<file path="src/rtl/hsc_pkg.sv">
// Shared definitions for the hazard stall controller.
// Assumes producers are listed youngest first: execute, memory, write-back.
package hsc_pkg;
    typedef enum int unsigned {
        STG_EX  = 0,
        STG_MEM = 1,
        STG_WB  = 2
    } prod_stage_e;

    localparam int unsigned ZERO_REG = 0;
endpackage

</file>
<file path="src/rtl/hsc_dep_match.sv">
// One source-versus-producer comparator.
// Raises hit when the source names a real register that the producer writes.
// Assumes register zero is hard-wired and never written.
module hsc_dep_match #(
    parameter int unsigned REG_W = 5
) (
    input  logic             clk,
    input  logic             rst_n,
    input  logic [REG_W-1:0] src,
    input  logic [REG_W-1:0] dst,
    input  logic             wr,
    output logic             hit
);
    import hsc_pkg::*;

    localparam logic [REG_W-1:0] ZR = REG_W'(ZERO_REG);

    logic src_live;

    // A source counts only when it is not the zero register.
    always_comb src_live = (src != ZR);

    // Dependency exists when a live source equals a written destination.
    always_comb hit = src_live && wr && (src == dst);

    assert_no_zero_dep_R1: assert property (@(posedge clk) disable iff (!rst_n)
        (src == ZR || !wr) |-> !hit);
endmodule

</file>
<file path="src/rtl/hsc_data_hazard.sv">
// Data-hazard detector for a pipeline without forwarding.
// Compares every decode source against every in-flight producer and
// reports a single stall request. Assumes the register file is read in
// decode only after write-back has completed, so write-back is a producer too.
module hsc_data_hazard #(
    parameter int unsigned REG_W    = 5,
    parameter int unsigned NUM_SRC  = 2,
    parameter int unsigned NUM_PROD = 3
) (
    input  logic                      clk,
    input  logic                      rst_n,
    input  logic [NUM_SRC*REG_W-1:0]  dec_src,
    input  logic [NUM_PROD*REG_W-1:0] prod_dst,
    input  logic [NUM_PROD-1:0]       prod_wr,
    output logic                      data_stall
);
    localparam int unsigned NUM_PAIRS = NUM_SRC * NUM_PROD;

    logic [NUM_PAIRS-1:0] pair_hit;

    // One comparator for every source/producer pair.
    for (genvar s = 0; s < NUM_SRC; s++) begin : g_src
        for (genvar p = 0; p < NUM_PROD; p++) begin : g_prod
            hsc_dep_match #(.REG_W(REG_W)) i_match (
                .clk (clk),
                .rst_n (rst_n),
                .src (dec_src[s*REG_W +: REG_W]),
                .dst (prod_dst[p*REG_W +: REG_W]),
                .wr  (prod_wr[p]),
                .hit (pair_hit[s*NUM_PROD + p])
            );
        end
    end

    // Any matching pair stalls decode.
    always_comb data_stall = |pair_hit;

    assert_idle_producers_R1: assert property (@(posedge clk) disable iff (!rst_n)
        (prod_wr == '0) |-> !data_stall);
endmodule

</file>
<file path="src/rtl/hsc_branch_guard.sv">
// Combines the data stall with branch state into pipeline control.
// Assumes a branch resolves in execute for one cycle and that the
// datapath loads the target when pc_redirect is set and pc_hold is clear.
module hsc_branch_guard (
    input  logic clk,
    input  logic rst_n,
    input  logic data_stall,
    input  logic dec_branch,
    input  logic ex_branch,
    input  logic ex_taken,
    output logic pc_hold,
    output logic ifid_hold,
    output logic ifid_clear,
    output logic idex_bubble,
    output logic pc_redirect
);
    // Jump to the target only on a resolved taken branch.
    always_comb pc_redirect = ex_branch && ex_taken;

    // Drop the fetched instruction behind a branch that is leaving decode or resolving.
    always_comb ifid_clear = ex_branch || (dec_branch && !data_stall);

    // Keep the decode instruction while it waits for its operands.
    always_comb ifid_hold = data_stall && !ex_branch;

    // Feed execute a bubble while decode is waiting.
    always_comb idex_bubble = data_stall;

    // Freeze fetch unless a taken branch redirects it.
    always_comb begin
        if (ex_branch) pc_hold = !ex_taken;
        else           pc_hold = data_stall || dec_branch;
    end

    assert_hold_clear_excl_R9: assert property (@(posedge clk) disable iff (!rst_n)
        !(ifid_hold && ifid_clear));
    assert_redirect_needs_branch_R9: assert property (@(posedge clk) disable iff (!rst_n)
        pc_redirect |-> ex_branch);
    assert_dec_branch_pass_R4: assert property (@(posedge clk) disable iff (!rst_n)
        (dec_branch && !data_stall && !ex_branch) |-> (pc_hold && ifid_clear && !idex_bubble));
    assert_not_taken_refetch_R6: assert property (@(posedge clk) disable iff (!rst_n)
        (ex_branch && !ex_taken) |-> (pc_hold && ifid_clear && !pc_redirect));
endmodule

</file>
<file path="src/rtl/hazard_stall_ctrl.sv">
// Top of the hazard stall controller for a five-stage in-order pipeline
// without forwarding. Resolves data and control hazards only by holding
// fetch and decode and inserting bubbles into execute.
// Assumes a bubble has all-zero sources and all write flags low.
module hazard_stall_ctrl #(
    parameter int unsigned REG_W    = 5,
    parameter int unsigned NUM_SRC  = 2,
    parameter int unsigned NUM_PROD = 3
) (
    input  logic                      clk,
    input  logic                      rst_n,
    input  logic [NUM_SRC*REG_W-1:0]  dec_src,
    input  logic [NUM_PROD*REG_W-1:0] prod_dst,
    input  logic [NUM_PROD-1:0]       prod_wr,
    input  logic                      dec_branch,
    input  logic                      ex_branch,
    input  logic                      ex_taken,
    output logic                      pc_hold,
    output logic                      ifid_hold,
    output logic                      ifid_clear,
    output logic                      idex_bubble,
    output logic                      pc_redirect
);
    logic data_stall;

    hsc_data_hazard #(
        .REG_W    (REG_W),
        .NUM_SRC  (NUM_SRC),
        .NUM_PROD (NUM_PROD)
    ) i_data (
        .clk        (clk),
        .rst_n      (rst_n),
        .dec_src    (dec_src),
        .prod_dst   (prod_dst),
        .prod_wr    (prod_wr),
        .data_stall (data_stall)
    );

    hsc_branch_guard i_guard (
        .clk         (clk),
        .rst_n       (rst_n),
        .data_stall  (data_stall),
        .dec_branch  (dec_branch),
        .ex_branch   (ex_branch),
        .ex_taken    (ex_taken),
        .pc_hold     (pc_hold),
        .ifid_hold   (ifid_hold),
        .ifid_clear  (ifid_clear),
        .idex_bubble (idex_bubble),
        .pc_redirect (pc_redirect)
    );

    assert_stall_freezes_R2: assert property (@(posedge clk) disable iff (!rst_n)
        (idex_bubble && !ex_branch) |-> (pc_hold && ifid_hold && !ifid_clear));
    assert_both_stalls_R7: assert property (@(posedge clk) disable iff (!rst_n)
        (idex_bubble && dec_branch && !ex_branch) |-> (pc_hold && ifid_hold && !ifid_clear));
    assert_ex_branch_bubble_R10: assert property (@(posedge clk) disable iff (!rst_n)
        (idex_bubble && ex_branch) |-> (ifid_clear && !ifid_hold));
    assert_quiet_R8: assert property (@(posedge clk) disable iff (!rst_n)
        (!idex_bubble && !dec_branch && !ex_branch) |-> !(pc_hold || ifid_hold || ifid_clear || pc_redirect));
endmodule

</file>
<file path="config.mk">
export PLATFORM = sky130hd
export DESIGN_NAME = hazard_stall_ctrl
export DESIGN_NICKNAME = d
export VERILOG_FILES = /design/src/rtl/hsc_pkg.sv /design/src/rtl/hsc_dep_match.sv /design/src/rtl/hsc_data_hazard.sv /design/src/rtl/hsc_branch_guard.sv /design/src/rtl/hazard_stall_ctrl.sv
export SDC_FILE = /design/constraint.sdc
export NUM_CORES = 1
export LEC_CHECK = 0
export BUFFER_PORTS_ARGS = -buffer_cell sky130_fd_sc_hd__buf_2
export CORE_AREA = 2 2 39 41
export DETAILED_ROUTE_END_ITERATION = 8
export DIE_AREA = 0 0 41 43
export GPL_TIMING_DRIVEN = 0
export PLACE_DENSITY = 0.75
export SYNTH_ARGS = -nofsm -noshare
export SYNTH_HDL_FRONTEND = slang
export SYNTH_HIERARCHICAL = 1
export SYNTH_SLANG_ARGS = --single-unit
</file>
<file path="constraint.sdc">
create_clock -name vclk -period 4.5
set_input_delay 1.125 -clock vclk [all_inputs]
set_output_delay 1.125 -clock vclk [all_outputs]
set_load 0.02 [all_outputs]
</file>
==> flow_metrics.tcl, run 1 <==
set metrics [dict create \
    syn_area_per_cell_sq_um 7.328 \
    grt_pass1_vias 530 \
    path_class "primary input to output port" \
    grt_setup_unrepaired "no" \
    fp-row-count 14 \
    maxSlewHeadroom 0.8080 \
    startpoint_type "primary input" \
    cts_setup_buffers 0 \
    ir_drop_mv 0.03965 \
    synth_area_sq_um 513.0 \
    die-area_sq_um 1763 \
    ios 38 \
    vias 612 \
    yosys.area.top_type "xor2_1" \
    grt_pass1_wl_um 2228 \
    cts.hold.buffers_added 0 \
    power.leakage_nw 0.3263 \
    fmax_mhz 261.6 \
    fillers 150 \
    finalHoldViolCount 0 \
    register_area_sq_um 0 \
    gp_congestion 0.7551 \
    synth.most_common_cell "xor2_1" \
    hp-class "primary input to output port" \
    finalSetupViolations 0 \
    finalPower_w 0.00006555 \
    placed_cells 122 \
    cts_resized 0 \
    yosysSeqAreaShare 0 \
    synthCells 70 \
    fin_crit_sh 0.8494 \
    cap_viol_max_count 0 \
    netlist_top_cells_count "xor2_1, nand2_1, nor3_1" \
    fin_nets 141 \
    syn_nets 103 \
    grt_max_degree 7 \
    cp_max_fo 6 \
    via_per_inst 5.016 \
    avgRoutedWirePerCell_um 11.61 \
    tightest_slew_ps 285.4 \
    syn_to_final_growth_pct 39.02 \
    coreArea_sq_um 1384 \
    initial_core_util 0.3707 \
    stdcell_area_sq_um 713.2 \
    layout-drive-gt1-share 0.4245 \
    nClkBuffers 0 \
    slew_violations 0 \
    period_needed_ps 3822 \
    powerDensity_nw_per_um2 91.91 \
    seq_cells 0 \
    totalWireLength_um 1417 \
    yosys_warnings 6 \
    critPathArrivalTime_ps 2700 \
    die_h_um 43 \
    ant_nets 0 \
    dp_hpwl_um 1205 \
    required_ps 3380 \
    dpl_cell_area_sq_um 713.2 \
    grt_usage 0.1708 \
    drtIter0Drc 5 \
    final.setup.tns_ps 0 \
    antennaDiodeCount 0 \
    multi_input_area_sq_um 501.7 \
    dr.pass1.iters 2 \
    grt_overflow 0 \
    place.port_buffers 36 \
    drc_errors 0 \
    synthTopCellsByArea "xor2_1, nor4_2, and4_1" \
    synth_cell_types 14 \
    final_util 0.5154 \
    status "finished, final reports clean" \
    die_x_um 41 \
    yosysTopAreaCellShare 0.3073 \
    cp-end-kind "output port" \
    instances_no_fill 122 \
    antenna_found_initial 0 \
]
## critical path, cell delays in order
cell and delay (ps):
buf_2 160, nor4_2 270, o21ai_1 100, and4_1 170, nor4_1 320, nand2_1 150, nor3_1 190, nor2_1 50
buf_2 150
## cells in the final DEF, fill, tap and decap left out, types with 3 or more instances in the layout
cell type and instances:
nor4_2 6, o21ai_1 6, and4_1 6, xor2_1 18, nand2_1 7, nor3_1 7
nor2_1 3, xnor2_1 6, buf_2 36, or2_0 6
## worst paths after layout
check | slack (ps) | end | start | cells past startpoint
worst max-delay path | 680 | pc_hold | dec_src[5] | 9
worst min-delay path | 2550 | ifid_hold | ex_branch | 3
## stage by stage
step	hold slack, ps	setup WS [ps]
3_5_place_dp	2551	668.3
6_report	2553	677.6
5_1_grt	2577	570.5
3_3_place_gp	2545	710.0
4_1_cts	2553	667.3
2_1_floorplan	2330	1120
## where the power goes
part / switching, W / internal [W]
combinational: 0.0000353 / 0.0000303
sequential: 0 / 0
clock: 0 / 0
## per-layer routing
| layer | GRT usage | wire length (um) |
|---|---|---|
| met3 | 0.01047 | 85 |
| met1 | 0.2247 | 646 |
| met2 | 0.3031 | 685 |
| met4 | 0.006667 | 0 |
| met5 | 0 | 0 |
## cell families (layout without fill, tap and decap cells)
kind of cell / Yosys count / in the layout / share of synthesized area
buf+inv: 2 / 38 / 0.02195
xor+xnor: 24 / 24 / 0.4098
simple gates: 37 / 37 / 0.4927
compound gates: 7 / 7 / 0.07562
## final cells by class
type | instances | share of cell area
buffer | 1 | 0.01053
inverter | 1 | 0.005263
multi-input combinational | 68 | 0.7035
tap | 16 | 0.02807
timing repair buffer | 36 | 0.2526
Power figures use the tool's default switching activity.
==> inputs of run 2 (changes only) <==
--- a/config.mk
+++ b/config.mk
@@ -6,9 +6,9 @@
 export NUM_CORES = 1
 export LEC_CHECK = 0
 export BUFFER_PORTS_ARGS = -buffer_cell sky130_fd_sc_hd__buf_2
-export CORE_AREA = 2 2 39 41
+export CORE_AREA = 2 2 40 42
 export DETAILED_ROUTE_END_ITERATION = 8
-export DIE_AREA = 0 0 41 43
+export DIE_AREA = 0 0 42 44
 export GPL_TIMING_DRIVEN = 0
 export PLACE_DENSITY = 0.75
 export SYNTH_ARGS = -nofsm -noshare
==> constraint.sdc (replaced) <==
create_clock -name vclk -period 3.25
set_input_delay 0.8125 -clock vclk [all_inputs]
set_output_delay 0.8125 -clock vclk [all_outputs]
set_load 0.02 [all_outputs]
==> run 2 against run 1 <==
Compared with the run above:
- total power increased by 41%
- sequential cell count unchanged
- clock-buffer cell count unchanged
- first-iteration DRC count unchanged
==> flow_metrics.tcl, run 2 (synthesis gave the netlist of run 1 again) <==
set metrics [dict create \
    grt_overflow 0 \
    drc_errors 0 \
    antenna_found_initial 0 \
    avgRoutedWirePerCell_um 12.40 \
    grt_usage 0.1654 \
    pwr-share-seq 0 \
    grt_setup_unrepaired "no" \
    initial_core_util 0.3616 \
    tightest_slew_ps 227.7 \
    nClkBuffers 0 \
    cp-end-kind "output port" \
    startpoint_type "primary input" \
    powerDensity_nw_per_um2 128.2 \
    critPathArrivalTime_ps 2320 \
    die_h_um 44 \
    mostFrequentLayoutCell "buf_2" \
    slowest_delay_ps 290 \
    path_cells "buf_2 -> nor4_2 -> o21ai_1 -> and4_1 -> nor4_2 -> nand2_1 -> nor3_1 -> nor2_1 -> buf_2" \
    final_cell_mix "buf_2, xor2_1, nor4_2, nand2_1, nor3_1" \
    die_x_um 42 \
    finalPower_w 0.00009221 \
    dr.pass1.iters 4 \
    crit_buf_inv 2 \
    finalSetupViolations 0 \
    switchingPower_w 0.00005003 \
    drtIter0Drc 5 \
    vias 616 \
    cp_max_fo 6 \
    fin_hold_ws_ps 1922 \
    crit_family "simple AND/OR/NAND/NOR gates" \
    cap_viol_max_count 0 \
    internal_power_w 0.00004217 \
    fp-row-count 14 \
    period_needed_ps 3134 \
    fmax_mhz 319.1 \
    final_util 0.5071 \
    die-area_sq_um 1848 \
    via_per_inst 5.049 \
    grt_max_degree 7 \
    coreArea_sq_um 1419 \
    ios 38 \
    dp_hpwl_um 1247 \
    combPwrFrac 1.000 \
    finalHoldViolCount 0 \
    ir_drop_mv 0.03825 \
    gp_congestion 0.8410 \
    syn_to_final_growth_pct 40.24 \
    power.leakage_nw 0.3278 \
    maxSlewHeadroom 0.8469 \
    final.setup.tns_ps 0 \
    grt_pass1_wl_um 2490 \
    instances_no_fill 122 \
    fin_nets 141 \
    min_from "ex_branch" \
    critPathLaunch "dec_src[5]" \
    clock_power_share 0 \
    register_area_sq_um 0 \
    totalWireLength_um 1513 \
    slew_violations 0 \
    fin_crit_sh 0.9643 \
    layout-drive-gt1-share 0.4340 \
    hp-class "primary input to output port" \
    antennaDiodeCount 0 \
    cts_setup_buffers 0 \
    switching_share 0.5426 \
    grt_pass1_vias 623 \
    seq_cells 0 \
    ant_nets 0 \
    place.port_buffers 36 \
    placed_cells 122 \
    status "finished, final reports clean" \
    path_class "primary input to output port" \
    crit_slowest_cell "nor4_2" \
    required_ps 2440 \
]
==> run 2: changes by cell type in the layout (fill, tap and decap cells not counted) <==
| cell | change |
|---|---|
| nor4_2 | +1 |
| nor4_1 | -1 |
==> run 2: power by group through the flow <==
stage | clock network [W] | registers (W) | logic [W]
floorplan | 0 | 0 | 0.0000442
detailed placement | 0 | 0 | 0.0000916
finish | 0 | 0 | 0.0000922
CTS | 0 | 0 | 0.0000919
global route | 0 | 0 | 0.000102
global placement | 0 | 0 | 0.0000884
==> run 2: final cells by class <==
cell class	instances	area (sq um)
fill	147	699.4
timing repair buffer	36	180.2
multi-input combinational	68	508.0
inverter	1	3.754
tap	16	20.02
buffer	1	7.507
==> run 2: path summary, 6_finish.rpt <==
| check | end | cells after the start |
|---|---|---|
| worst min-delay path | ifid_hold | 3 |
| worst max-delay path | pc_hold | 9 |
==> run 2: repair_timing <==
| item | CTS | global route |
|---|---|---|
| setup endpoints to repair | 0 | 1 |
| resized for setup | 0 | 1 |
| hold buffers | 0 | 0 |
==> run 2: metal layers <==
metal,part of all wire,GRT usage,vias up
met2,0.48,0.3063,24
li1,-,-,321
met5,0,0,-
met3,0.071,0.01250,5
met4,0.012,0.03871,0
met1,0.43,0.2074,266
==> run 2: through the flow <==
step                setup WS, ps  area [sq um]
floorplan                  495.4         513.0
detailed placement         55.74         713.2
global route               4.038         719.4
finish                     116.0         719.4
global placement           44.61         713.2
CTS                        51.96         713.2
==> inputs of run 3 (changes only) <==
--- a/config.mk
+++ b/config.mk
@@ -6,11 +6,13 @@
 export NUM_CORES = 1
 export LEC_CHECK = 0
 export BUFFER_PORTS_ARGS = -buffer_cell sky130_fd_sc_hd__buf_2
-export CORE_AREA = 2 2 40 42
+export CELL_PAD_IN_SITES_DETAIL_PLACEMENT = 0
+export CELL_PAD_IN_SITES_GLOBAL_PLACEMENT = 1
+export CORE_AREA = 2 2 49 51
 export DETAILED_ROUTE_END_ITERATION = 8
-export DIE_AREA = 0 0 42 44
+export DIE_AREA = 0 0 51 53
 export GPL_TIMING_DRIVEN = 0
-export PLACE_DENSITY = 0.75
+export PLACE_DENSITY = 0.74
 export SYNTH_ARGS = -nofsm -noshare
 export SYNTH_HDL_FRONTEND = slang
 export SYNTH_HIERARCHICAL = 1
==> run 3 against run 2 <==
Compared with the run above:
- routed wire length rose by 2.1%
- clock-buffer cell count did not move
- total power barely moved
- sequential cell count did not move
- die area rose by 46%
- setup slack improved by 23 ps
- fmax rose by 0.75%
- hold slack improved by 13 ps
- final cell count rose by 9.8%
- critical path depth did not move
- sequential share of layout area did not move
- global-route usage fell by 5.0 points
- critical endpoint unchanged
==> flow_metrics.tcl, run 3 (synthesis gave the netlist of run 1 again) <==
set metrics [dict create \
    place.port_buffers 36 \
    initial_core_util 0.2388 \
    mostFrequentLayoutCell "buf_2" \
    critPathArrivalTime_ps 2300 \
    avgRoutedWirePerCell_um 11.53 \
    ant_nets 0 \
    fin_crit_sh 0.9571 \
    path_class "primary input to output port" \
    cts_setup_buffers 0 \
    final.setup.tns_ps 0 \
    gp_congestion 0.8012 \
    required_ps 2440 \
    path_cells "buf_2 -> nor4_2 -> o21ai_1 -> and4_1 -> nor4_2 -> nand2_1 -> nor3_2 -> nor2_1 -> buf_2" \
    ios 38 \
    die_x_um 51 \
    die_h_um 53 \
    cp-end-kind "output port" \
    nClkBuffers 0 \
    powerDensity_nw_per_um2 124.6 \
    coreArea_sq_um 2148 \
    finalPower_w 0.00009217 \
    finalSetupViolations 0 \
    slowest_delay_ps 280 \
    grt_usage 0.1153 \
    die-area_sq_um 2703 \
    period_needed_ps 3111 \
    final_cell_mix "buf_2, xor2_1, nor4_2, nand2_1" \
    grt_setup_unrepaired "no" \
    cp_max_fo 6 \
    dp_hpwl_um 1336 \
    register_area_sq_um 0 \
    syn_to_final_growth_pct 44.15 \
    crit_slowest_cell "nor4_2" \
    drtIter0Drc 14 \
    min_to "ifid_hold" \
    fin_nets 141 \
    cap_viol_max_count 0 \
    finalHoldViolCount 0 \
    fp-row-count 17 \
    seq_cells 0 \
    fillers 245 \
    antenna_found_initial 0 \
    ir_drop_mv 0.04563 \
    grt_overflow 0 \
    hp-class "primary input to output port" \
    vias 623 \
    fmax_mhz 321.5 \
    maxSlewHeadroom 0.8659 \
    power.leakage_nw 0.3294 \
    via_per_inst 4.649 \
    totalWireLength_um 1545 \
    status "finished, final reports clean" \
    startpoint_type "primary input" \
    layout-drive-gt1-share 0.4528 \
    tightest_slew_ps 199.5 \
    hold_depth 3 \
    grt_pass1_vias 585 \
    dr.pass1.iters 3 \
    min_from "ex_branch" \
    drc_errors 0 \
    grt_pass1_wl_um 2504 \
    grt_max_degree 7 \
    antennaDiodeCount 0 \
    slew_violations 0 \
]
## run 3: cell count changes in the layout (fill, tap and decap cells not counted)
cell / previous run / this run
inv_1: 1 / 0
inv_2: 0 / 1
nor3_1: 7 / 6
nor3_2: 0 / 1
## run 3: metal layers
layer	wire [um]	share of wire	vias to the layer above	global-route usage
li1	-	-	321	-
met1	708	0.46	281	0.1650
met2	725	0.47	21	0.1991
met3	111	0.072	0	0.008475
met4	0	0	0	0
met5	0	0	-	0
## run 3: worst max path at each step
stage,slack (ps),endpoint,startpoint,cells after the start
after floorplan,500,pc_hold,dec_src[5],7
after global placement,50,pc_hold,dec_src[5],9
after detailed placement,60,pc_hold,dec_src[5],9
after CTS,60,pc_hold,dec_src[5],9
after global routing,20,pc_hold,dec_src[0],9
final,140,pc_hold,dec_src[0],9
## run 3: cell type report
| type | count | area, sq um | area share |
|---|---|---|---|
| inverter | 1 | 3.754 | 0.005076 |
| tap | 28 | 35.03 | 0.04738 |
| multi-input combinational | 68 | 513.0 | 0.6937 |
| timing repair buffer | 36 | 180.2 | 0.2437 |
| buffer | 1 | 7.507 | 0.01015 |
## run 3: what timing repair did
| action | in CTS | in global routing |
|---|---|---|
| hold buffers | 0 | 0 |
| resized for setup | 0 | 3 |
| endpoints found under the setup margin | 0 | 2 |
## run 3: through the flow
stage	instances	utilization	area (sq um)	hold WS (ps)	setup slack, ps
3_5_place_dp	134	0.3390	728.2	1928	57.98
4_1_cts	134	0.3390	728.2	1928	55.92
2_1_floorplan	70	-	513.0	1705	495.4
6_report	134	0.3442	739.5	1935	139.4
3_3_place_gp	134	0.3390	728.2	1921	50.72
5_1_grt	134	0.3442	739.5	1960	20.00
## run 3: report_power, final
group	internal, W	switching [W]	leakage [nW]
Sequential	0	0	0
Clock	0	0	0
Combinational	0.0000424	0.0000497	0.329
Total	0.0000424	0.0000497	0.329
## run 3: critical path, delay by kind of cell
kind                   cells  cell delay (ps)
AOI/OAI and AO/OA          1              100
buffers and inverters      2              300
and+or+nand+nor            6             1080
